`config.mk`:
```
export PLATFORM = sky130hd
export DESIGN_NAME = ordered_append
export DESIGN_NICKNAME = d
export VERILOG_FILES = /design/src/rtl/ordered_append_pkg.sv /design/src/rtl/oa_tagger.sv /design/src/rtl/oa_pend.sv /design/src/rtl/oa_core.sv /design/src/rtl/ordered_append.sv
export SDC_FILE = /design/constraint.sdc
export NUM_CORES = 2
export LEC_CHECK = 0
export ABC_CLOCK_PERIOD_IN_PS = 10800
export BUFFER_PORTS_ARGS = -buffer_cell sky130_fd_sc_hd__buf_2
export CORE_MARGIN = 2
export CORE_UTILIZATION = 30
export CTS_BUF_LIST = sky130_fd_sc_hd__clkbuf_16
export DETAILED_ROUTE_END_ITERATION = 10
export GPL_ROUTABILITY_DRIVEN = 0
export PLACE_DENSITY = 0.56
export SLEW_MARGIN = 40
export SYNTH_ARGS = -nofsm -noshare
export SYNTH_HDL_FRONTEND = slang
export SYNTH_SLANG_ARGS = --single-unit
export TNS_END_PERCENT = 20
```
`constraint.sdc`:
```
create_clock -name clk -period 10.8 [get_ports clk]
set_input_delay 1.08 -clock clk [delete_from_list [all_inputs] [get_ports clk]]
set_output_delay 1.08 -clock clk [all_outputs]
set_load 0.02 [all_outputs]
```
`src/rtl/ordered_append_pkg.sv`:
```
package ordered_append_pkg;
  localparam int NCTR   = 4;
  localparam int CTR_W  = $clog2(NCTR);
  localparam int DATA_W = 32;
  localparam int LANES  = 32;
  localparam int CNT_W  = $clog2(LANES + 1);
  localparam int NWAVE  = 32;
  localparam int WAVE_W = $clog2(NWAVE);
  localparam int SEQ_W  = 8;

  typedef struct packed {
    logic [SEQ_W-1:0]  seq;
    logic [WAVE_W-1:0] wave;
    logic [CNT_W-1:0]  cnt;
    logic              rel;
    logic              last;
  } pend_t;

  function automatic logic [CNT_W-1:0] lane_count(input logic [LANES-1:0] m);
    logic [CNT_W-1:0] s;
    s = '0;
    for (int i = 0; i < LANES; i++) s = s + CNT_W'(m[i]);
    return s;
  endfunction
endpackage

```
`src/rtl/oa_tagger.sv`:
```
module oa_tagger
  import ordered_append_pkg::*;
(
  input  logic              clk,
  input  logic              rst_n,
  input  logic              disp_valid,
  input  logic [WAVE_W-1:0] disp_wave,
  input  logic [CTR_W-1:0]  disp_ctr,
  input  logic [WAVE_W-1:0] rd_wave,
  output logic [SEQ_W-1:0]  rd_seq
);
  logic [SEQ_W-1:0] cnt_q [NCTR];
  logic [SEQ_W-1:0] cnt_n [NCTR];
  logic [SEQ_W-1:0] tag_q [NWAVE];
  logic [SEQ_W-1:0] tag_n [NWAVE];

  always_comb begin
    cnt_n = cnt_q;
    tag_n = tag_q;
    if (disp_valid) begin
      tag_n[disp_wave] = cnt_q[disp_ctr];
      cnt_n[disp_ctr]  = cnt_q[disp_ctr] + 1'b1;
    end
  end

  always_ff @(posedge clk or negedge rst_n) begin
    if (!rst_n) begin
      for (int c = 0; c < NCTR; c++) cnt_q[c] <= '0;
      for (int w = 0; w < NWAVE; w++) tag_q[w] <= '0;
    end else if (disp_valid) begin
      cnt_q <= cnt_n;
      tag_q <= tag_n;
    end
  end

  assign rd_seq = tag_q[rd_wave];
endmodule

```
`src/rtl/oa_pend.sv`:
```
module oa_pend
  import ordered_append_pkg::*;
#(
  parameter int DEPTH = 16
) (
  input  logic             clk,
  input  logic             rst_n,
  input  logic             wr_en,
  input  pend_t            wr_data,
  input  logic [SEQ_W-1:0] exp_seq,
  input  logic             pop,
  output logic             full,
  output logic             hit,
  output pend_t            hit_data
);
  localparam int IDX_W = (DEPTH > 1) ? $clog2(DEPTH) : 1;

  logic [DEPTH-1:0] vld_q, vld_n;
  pend_t            ent_q [DEPTH];
  pend_t            ent_n [DEPTH];
  logic [IDX_W-1:0] free_idx, hit_idx;

  always_comb begin
    free_idx = '0;
    for (int i = DEPTH - 1; i >= 0; i--)
      if (!vld_q[i]) free_idx = IDX_W'(i);
    hit     = 1'b0;
    hit_idx = '0;
    for (int i = DEPTH - 1; i >= 0; i--)
      if (vld_q[i] && ent_q[i].seq == exp_seq) begin
        hit     = 1'b1;
        hit_idx = IDX_W'(i);
      end
    hit_data = ent_q[hit_idx];
    full     = &vld_q;
  end

  always_comb begin
    vld_n = vld_q;
    ent_n = ent_q;
    if (pop) vld_n[hit_idx] = 1'b0;
    if (wr_en) begin
      vld_n[free_idx] = 1'b1;
      ent_n[free_idx] = wr_data;
    end
  end

  always_ff @(posedge clk or negedge rst_n) begin
    if (!rst_n) begin
      vld_q <= '0;
      for (int i = 0; i < DEPTH; i++) ent_q[i] <= '0;
    end else if (wr_en || pop) begin
      vld_q <= vld_n;
      ent_q <= ent_n;
    end
  end
endmodule

```
`src/rtl/oa_core.sv`:
```
module oa_core
  import ordered_append_pkg::*;
(
  input  logic                    clk,
  input  logic                    rst_n,
  input  logic [NCTR-1:0]         hit,
  input  pend_t [NCTR-1:0]        hit_data,
  output logic [NCTR-1:0]         pop,
  output logic [NCTR*SEQ_W-1:0]   exp_flat,
  output logic                    gnt_valid,
  output logic [CTR_W-1:0]        gnt_ctr,
  output logic                    gnt_rel,
  output logic                    resp_valid,
  output logic [WAVE_W-1:0]       resp_wave,
  output logic [CTR_W-1:0]        resp_ctr,
  output logic [DATA_W-1:0]       resp_value,
  output logic [CNT_W-1:0]        resp_count,
  output logic                    resp_last
);
  logic [DATA_W-1:0] val_q [NCTR];
  logic [DATA_W-1:0] val_n [NCTR];
  logic [SEQ_W-1:0]  exp_q [NCTR];
  logic [SEQ_W-1:0]  exp_n [NCTR];
  pend_t             gnt;

  logic              rv_q, rv_n;
  logic [WAVE_W-1:0] rw_q, rw_n;
  logic [CTR_W-1:0]  rc_q, rc_n;
  logic [DATA_W-1:0] rval_q, rval_n;
  logic [CNT_W-1:0]  rcnt_q, rcnt_n;
  logic              rl_q, rl_n;

  // fixed priority: lowest counter index wins
  always_comb begin
    gnt_valid = 1'b0;
    gnt_ctr   = '0;
    for (int c = NCTR - 1; c >= 0; c--)
      if (hit[c]) begin
        gnt_valid = 1'b1;
        gnt_ctr   = CTR_W'(c);
      end
    gnt     = hit_data[gnt_ctr];
    gnt_rel = gnt.rel;
    pop     = '0;
    if (gnt_valid) pop[gnt_ctr] = 1'b1;
  end

  always_comb begin
    val_n  = val_q;
    exp_n  = exp_q;
    rv_n   = gnt_valid;
    rw_n   = rw_q;
    rc_n   = rc_q;
    rval_n = rval_q;
    rcnt_n = rcnt_q;
    rl_n   = rl_q;
    if (gnt_valid) begin
      val_n[gnt_ctr] = val_q[gnt_ctr] + DATA_W'(gnt.cnt);
      if (gnt.rel) exp_n[gnt_ctr] = exp_q[gnt_ctr] + 1'b1;
      rw_n   = gnt.wave;
      rc_n   = gnt_ctr;
      rval_n = val_q[gnt_ctr];
      rcnt_n = gnt.cnt;
      rl_n   = gnt.last;
    end
  end

  always_ff @(posedge clk or negedge rst_n) begin
    if (!rst_n) begin
      for (int c = 0; c < NCTR; c++) begin
        val_q[c] <= '0;
        exp_q[c] <= '0;
      end
      rv_q   <= 1'b0;
      rw_q   <= '0;
      rc_q   <= '0;
      rval_q <= '0;
      rcnt_q <= '0;
      rl_q   <= 1'b0;
    end else begin
      rv_q <= rv_n;
      if (gnt_valid) begin
        val_q  <= val_n;
        exp_q  <= exp_n;
        rw_q   <= rw_n;
        rc_q   <= rc_n;
        rval_q <= rval_n;
        rcnt_q <= rcnt_n;
        rl_q   <= rl_n;
      end
    end
  end

  for (genvar c = 0; c < NCTR; c++) begin : g_exp
    assign exp_flat[c*SEQ_W +: SEQ_W] = exp_q[c];
  end

  assign resp_valid = rv_q;
  assign resp_wave  = rw_q;
  assign resp_ctr   = rc_q;
  assign resp_value = rval_q;
  assign resp_count = rcnt_q;
  assign resp_last  = rl_q;
endmodule

```
`src/rtl/ordered_append.sv`:
```
module ordered_append
  import ordered_append_pkg::*;
#(
  parameter int DEPTH = 16
) (
  input  logic              clk,
  input  logic              rst_n,
  input  logic              disp_valid,
  input  logic [WAVE_W-1:0] disp_wave,
  input  logic [CTR_W-1:0]  disp_ctr,
  input  logic              req_valid,
  output logic              req_ready,
  input  logic [WAVE_W-1:0] req_wave,
  input  logic [CTR_W-1:0]  req_ctr,
  input  logic [LANES-1:0]  req_mask,
  input  logic              req_release,
  input  logic              req_last,
  output logic              resp_valid,
  output logic [WAVE_W-1:0] resp_wave,
  output logic [CTR_W-1:0]  resp_ctr,
  output logic [DATA_W-1:0] resp_value,
  output logic [CNT_W-1:0]  resp_count,
  output logic [LANES-1:0]  resp_lanes,
  output logic              resp_last
);
  logic [SEQ_W-1:0]       req_seq;
  logic [NCTR-1:0]        full, hit, pop;
  pend_t [NCTR-1:0]       hit_data;
  logic [NCTR*SEQ_W-1:0]  exp_flat;
  logic                   gnt_valid, gnt_rel;
  logic [CTR_W-1:0]       gnt_ctr;
  logic                   accept;
  pend_t                  new_ent;

  oa_tagger u_tag (
    .clk, .rst_n, .disp_valid, .disp_wave, .disp_ctr,
    .rd_wave(req_wave), .rd_seq(req_seq)
  );

  assign req_ready = !full[req_ctr];
  assign accept    = req_valid && req_ready;

  always_comb begin
    new_ent.seq  = req_seq;
    new_ent.wave = req_wave;
    new_ent.cnt  = lane_count(req_mask);
    new_ent.rel  = req_release;
    new_ent.last = req_last;
  end

  for (genvar c = 0; c < NCTR; c++) begin : g_pend
    oa_pend #(.DEPTH(DEPTH)) u_pend (
      .clk, .rst_n,
      .wr_en   (accept && (req_ctr == CTR_W'(c))),
      .wr_data (new_ent),
      .exp_seq (exp_flat[c*SEQ_W +: SEQ_W]),
      .pop     (pop[c]),
      .full    (full[c]),
      .hit     (hit[c]),
      .hit_data(hit_data[c])
    );
  end

  oa_core u_core (
    .clk, .rst_n, .hit, .hit_data, .pop, .exp_flat,
    .gnt_valid, .gnt_ctr, .gnt_rel,
    .resp_valid, .resp_wave, .resp_ctr, .resp_value, .resp_count, .resp_last
  );

  // every lane of the wave receives the pre-add value
  assign resp_lanes = {LANES{resp_valid}};
endmodule

```
======== Word-level counts from Yosys, hierarchy flattened ========
Cells that the tools add are included.
word-level totals
  flip-flop bits (word level) ............. 1903
  input bits .............................. 52
operators by class
  add/sub/neg operators ................... 34
  magnitude comparators ................... 38
  equal/unequal tests ..................... 67
  mux-type cells .......................... 279
  bitwise operators ....................... 24
  reduce and logical (&&, ||, !) cells .... 100
operators with widths
  kind                                     count
  bitwise mux 336 bit                      4
  2-to-1 mux 4 bit                         129
  equality test 8 bit                      64
  binary-select mux 21 bit (select 4 bit)  4
  demux 21 bit (select 4 bit)              4
  bitwise mux 256 bit                      1
  2-to-1 mux 21 bit                        12
  adder 6 x 1 -> 6 bit                     26
  bitwise mux 128 bit                      1
  2-to-1 mux 16 bit                        8
  2-to-1 mux 32 bit                        3
  logical AND 1 bit                        85
  2-to-1 mux 1 bit                         78
  2-to-1 mux 8 bit                         9
  bitwise AND 16 bit                       4
  binary-select mux 32 bit (select 2 bit)  1
  bitwise mux 32 bit                       2
  demux 32 bit (select 2 bit)              1
  NOT 16 bit                               4
  bitwise OR 16 bit                        4
  AND reduction 16 bit                     4
  binary-select mux 21 bit (select 2 bit)  1
  binary-select mux 8 bit (select 5 bit)   1
  demux 8 bit (select 5 bit)               1
  other kinds (33)                         91

======== Logic depth before layout (Yosys ltp) ========
  word-level depth ........................ 32
  depth in mapped cells ................... 33
  mapped depth without buffers ............ 27

======== Hierarchy ========
A second synthesis with hierarchy kept.
unflattened totals
  cell total of the unflattened synthesis .. 8558
  area total of the unflattened synthesis .. 97790.0 µm²
modules (own cells, without submodules)
  module                          times used  cells an instance  area each (µm²)  seq. area each (µm²)
  oa_pend (g_pend[1].u_pend ...)  2           1606               18253.8          8808.4
  oa_pend (g_pend[3].u_pend)      1           1603               18580.3          8808.4
  oa_pend (g_pend[0].u_pend)      1           1503               18328.8          8808.4
  oa_tagger                       1           1008               13063.8          7206.9
  oa_core                         1           1104               10194.8          5180.0
  ordered_append                  1           128                1114.8           0.0

======== Worst setup path before layout ========
OpenSTA, ideal clock, no wires.
  path kind ............................... flip-flop to flip-flop
  from .................................... reg u_core.exp_q (netlist bit u_core.exp_flat[14])
  to ...................................... reg u_core.val_q[13] (netlist bit)
  arrival time ............................ 5.884 ns
  data required time ...................... 10.675 ns
  path slack .............................. 4.792 ns
  cell stages (with the launch flop) ...... 28
  clock period less this slack ............ 6.008 ns
  cell sequence ........................... dfrtp_1 > buf_4 > xnor2_1 > nand3_1 > or3_1 > a21oi_1 > nor2_1 > nor4_1 > o21a_1 > clkbuf_1 > buf_1 > clkbuf_1 > mux2_2 > a211oi_1 > o211ai_1 > nor4b_1 > inv_1 > ha_1 > a21o_1 > a21oi_1 > o21bai_1 > a21oi_1 > o21bai_1 > nand3_1 > buf_2 > nor2_1 > xnor2_1 > mux2_2
RTL lines
  element                   line           text
  start: declaration        oa_core.sv:22  logic [SEQ_W-1:0] exp_q [NCTR];
  start signal: assignment  oa_core.sv:84  exp_q <= exp_n;
  end signal: assignment    oa_core.sv:83  val_q <= val_n;
  end: declaration          oa_core.sv:20  logic [DATA_W-1:0] val_q [NCTR];

==> impl_metrics.toml <==
[sta]
drv_slew = 0
fmax_mhz = 121
worst_slew_pin_slew_ns = 0.936
rsz0062_at_grt = "false"
final_hold_viol_count = 0
final.setup.tns_ns = 0
layout_min_cycle_time_ns = 8.24
setup_viol = 0
relSlewSlack_pct = 37.1
fin_skew_ns = 0.110
period_share_pct = 76.3

[floorplanning]
start_util_pct = 30.2
die_x_um = 551
io-pin-count = 132
core-area_um2 = 297000
placementRows = 200
fp.dieArea_um2 = 303000
die_h_um = 551

[logic_synthesis]
ys.flop_type = "dfrtp_1"
synth_edf_count = 0
synth-async-reset-ratio_pct = 100
synth_cell_types = 96
synth_nets = 8849
syn_avg_cell_area_um2 = 10.2
ys_ff_latch = 1903
syn_area_um2 = 89600
seq_area_frac_synth_pct = 53.1
netlist_instances = 8757
ys_warn_count = 0

[cts]
cts.htree.levels = 4
clk_latency_ns = 0.90
root_buffer = "clkbuf_16"
clkTransAtPathRegs_ns = 0.07
post_cts_resize_count = 0
post_cts_buffers = 0
numCtsBuffers = 209
cts_tree = "done"
hold_buffers = 0
clockBufferDepth = 4
cts_sinks = 1903

[worst_setup_path]
crit_path_top_delay_cell = "dfrtp_1"
path_max_fanout = 33
arrival_ns = 8.99
cp-end-kind = "register"
critical_path_class = "reg -> reg"
path_common_cell = "nor4_1"
crit_path_start_kind = "register"
reg2reg_depth = 30
worstPathRequired_ns = 11.54
max_stage_delay_ns = 0.78

[cells_and_area]
fillerInstances = 29600
area_growth_pct = 13.0
drive_above_1_share_pct = 16.6
seqCellArea_um2 = 47600
multiInputGateArea_um2 = 39400
final_common_cell = "nand2_1"
nets = 8730
final_cell_mix = "nand2_1, dfrtp_1, o21ai_0"

[detailed_routing]
via_per_inst = 5.18
route.detailed.drc = 0
drt-initial-drc-count = 6265
dr.pass1.iters = 6
vias = 66000
detail-route-antenna-nets = 0
wire_per_inst_um = 21.9
wirelength_mm = 279

[global_route]
grt_pass1_vias = 66100
track_usage_pct = 18.2
grt_overflow = 0
grt_antenna_before_repair = 15
grt_first_pass_wirelength_mm = 425
grt_max_degree = 144

[job]
drv_cap = 0

[worst_hold_path]
min-delay-path-class = "in -> async"

[place]
hpwl_mm = 182
numPortBuffers = 131

[outcome]
outcome = "completed"
==> state kept, by name, indices dropped and copies added, names as in the netlist, 6 cells and up <==
name and count:
u_core.resp_value 32, u_core.resp_count 6, u_tag.cnt_q 32, u_core.val_q 128, g_pend.u_pend.vld_q 64, u_tag.tag_q 256
g_pend.u_pend.ent_q 1344, u_core.exp_flat 32
==> worst paths after layout <==
check / from / end / slack [ns]
min reg2reg: u_core.resp_value[17] / u_core.resp_value[17] / 0.46
min in group clk: u_core.resp_value[17] / u_core.resp_value[17] / 0.46
max in group asynchronous: rst_n / u_tag.tag_q[144] / 8.00
max: u_core.exp_flat[11] / u_core.val_q[18] / 2.56
max reg2reg: u_core.exp_flat[11] / u_core.val_q[18] / 2.56
min: rst_n / g_pend[3].u_pend.ent_q[31] / 0.12
==> critical path: cells and delay by family (launching register included) <==
kind | cells | cell delay (ns)
buf+inv | 5 | 1.15
flops | 1 | 0.78
compound gates | 9 | 2.18
mux | 1 | 0.22
xor+xnor | 2 | 0.41
simple gates | 11 | 2.83
fa+ha+maj | 2 | 0.49
==> cells in the mapped netlist, types with 12 or more instances <==
cell      instances  area share (%)
buf_6            12            0.15
dfrtp_1        1903              53
or3_1            27            0.19
a31oi_1          57            0.40
a211oi_1         37            0.31
ha_1             15            0.21
nor2_1          297             1.2
o21ai_0        1094             6.1
a221oi_1         14            0.14
nor3b_1          13            0.11
nand4_1         105            0.73
xor2_1           92            0.90
and2_1           22            0.15
o22ai_1          79            0.55
buf_4            80            0.67
inv_1            63            0.26
nor4_1           47            0.33
o211ai_1         14            0.12
fa_1             25            0.56
mux2i_1         233             2.6
mux4_2           86             2.2
mux2_2          610             7.7
clkbuf_1        504             2.1
o221ai_1         37            0.36
and3_1           22            0.15
a21oi_1         217             1.2
nor3_1          106            0.59
a21o_1           13            0.11
o21ai_1          35            0.20
o31ai_1          14            0.12
nand3_1         140            0.78
buf_1            40            0.17
buf_2            37            0.21
nand2_1        1920             8.0
xnor2_1         483             4.7
a21boi_0         13            0.11
nor2b_1          26            0.18
==> routing by layer <==
layer,GRT usage [%],vias up,wire length (um)
li1,-,29900,-
met1,25.1,33500,124000
met2,29.0,2124,128000
met3,2.64,505,17100
met4,6.41,8,10300
met5,0,-,47
==> final cells by class <==
cell class	instances	area share, %
Sequential cell	1903	47.0
Clock buffer	212	5.24
Antenna cell	5	0.0124
Timing Repair Buffer	343	2.62
Inverter	65	0.241
Multi-Input combinational cell	6116	38.9
Clock inverter	157	1.10
Tap cell	3939	4.87
==> through the flow <==
| step | setup slack (ns) | util [%] | cell area [um2] | std cells | hold WS [ns] |
|---|---|---|---|---|---|
| after floorplan | 4.79 | - | 89600 | 8757 | 0.435 |
| after global placement | 2.46 | 31.7 | 94300 | 12400 | 0.449 |
| after detailed placement | 2.52 | 31.9 | 94600 | 12400 | 0.453 |
| after CTS | 2.50 | 34.0 | 101000 | 12700 | 0.0815 |
| after global routing | 2.18 | 34.1 | 101000 | 12700 | 0.0979 |
| final | 2.56 | 34.1 | 101000 | 12700 | 0.116 |
==> logic make-up after synthesis <==
logic type / Yosys count / share of synthesized area, %
and+or+nand+nor: 2824 / 13.5
DFF: 1903 / 53.1
AOI/OAI and AO/OA: 1748 / 11.0
muxes: 929 / 12.4
buffers and inverters: 738 / 3.58
xor gates and xnor gates: 575 / 5.62
adders and majority gates: 40 / 0.768
Power is not shown: default switching activity piles up to over one toggle a cycle in this logic, so the estimate is an artifact.
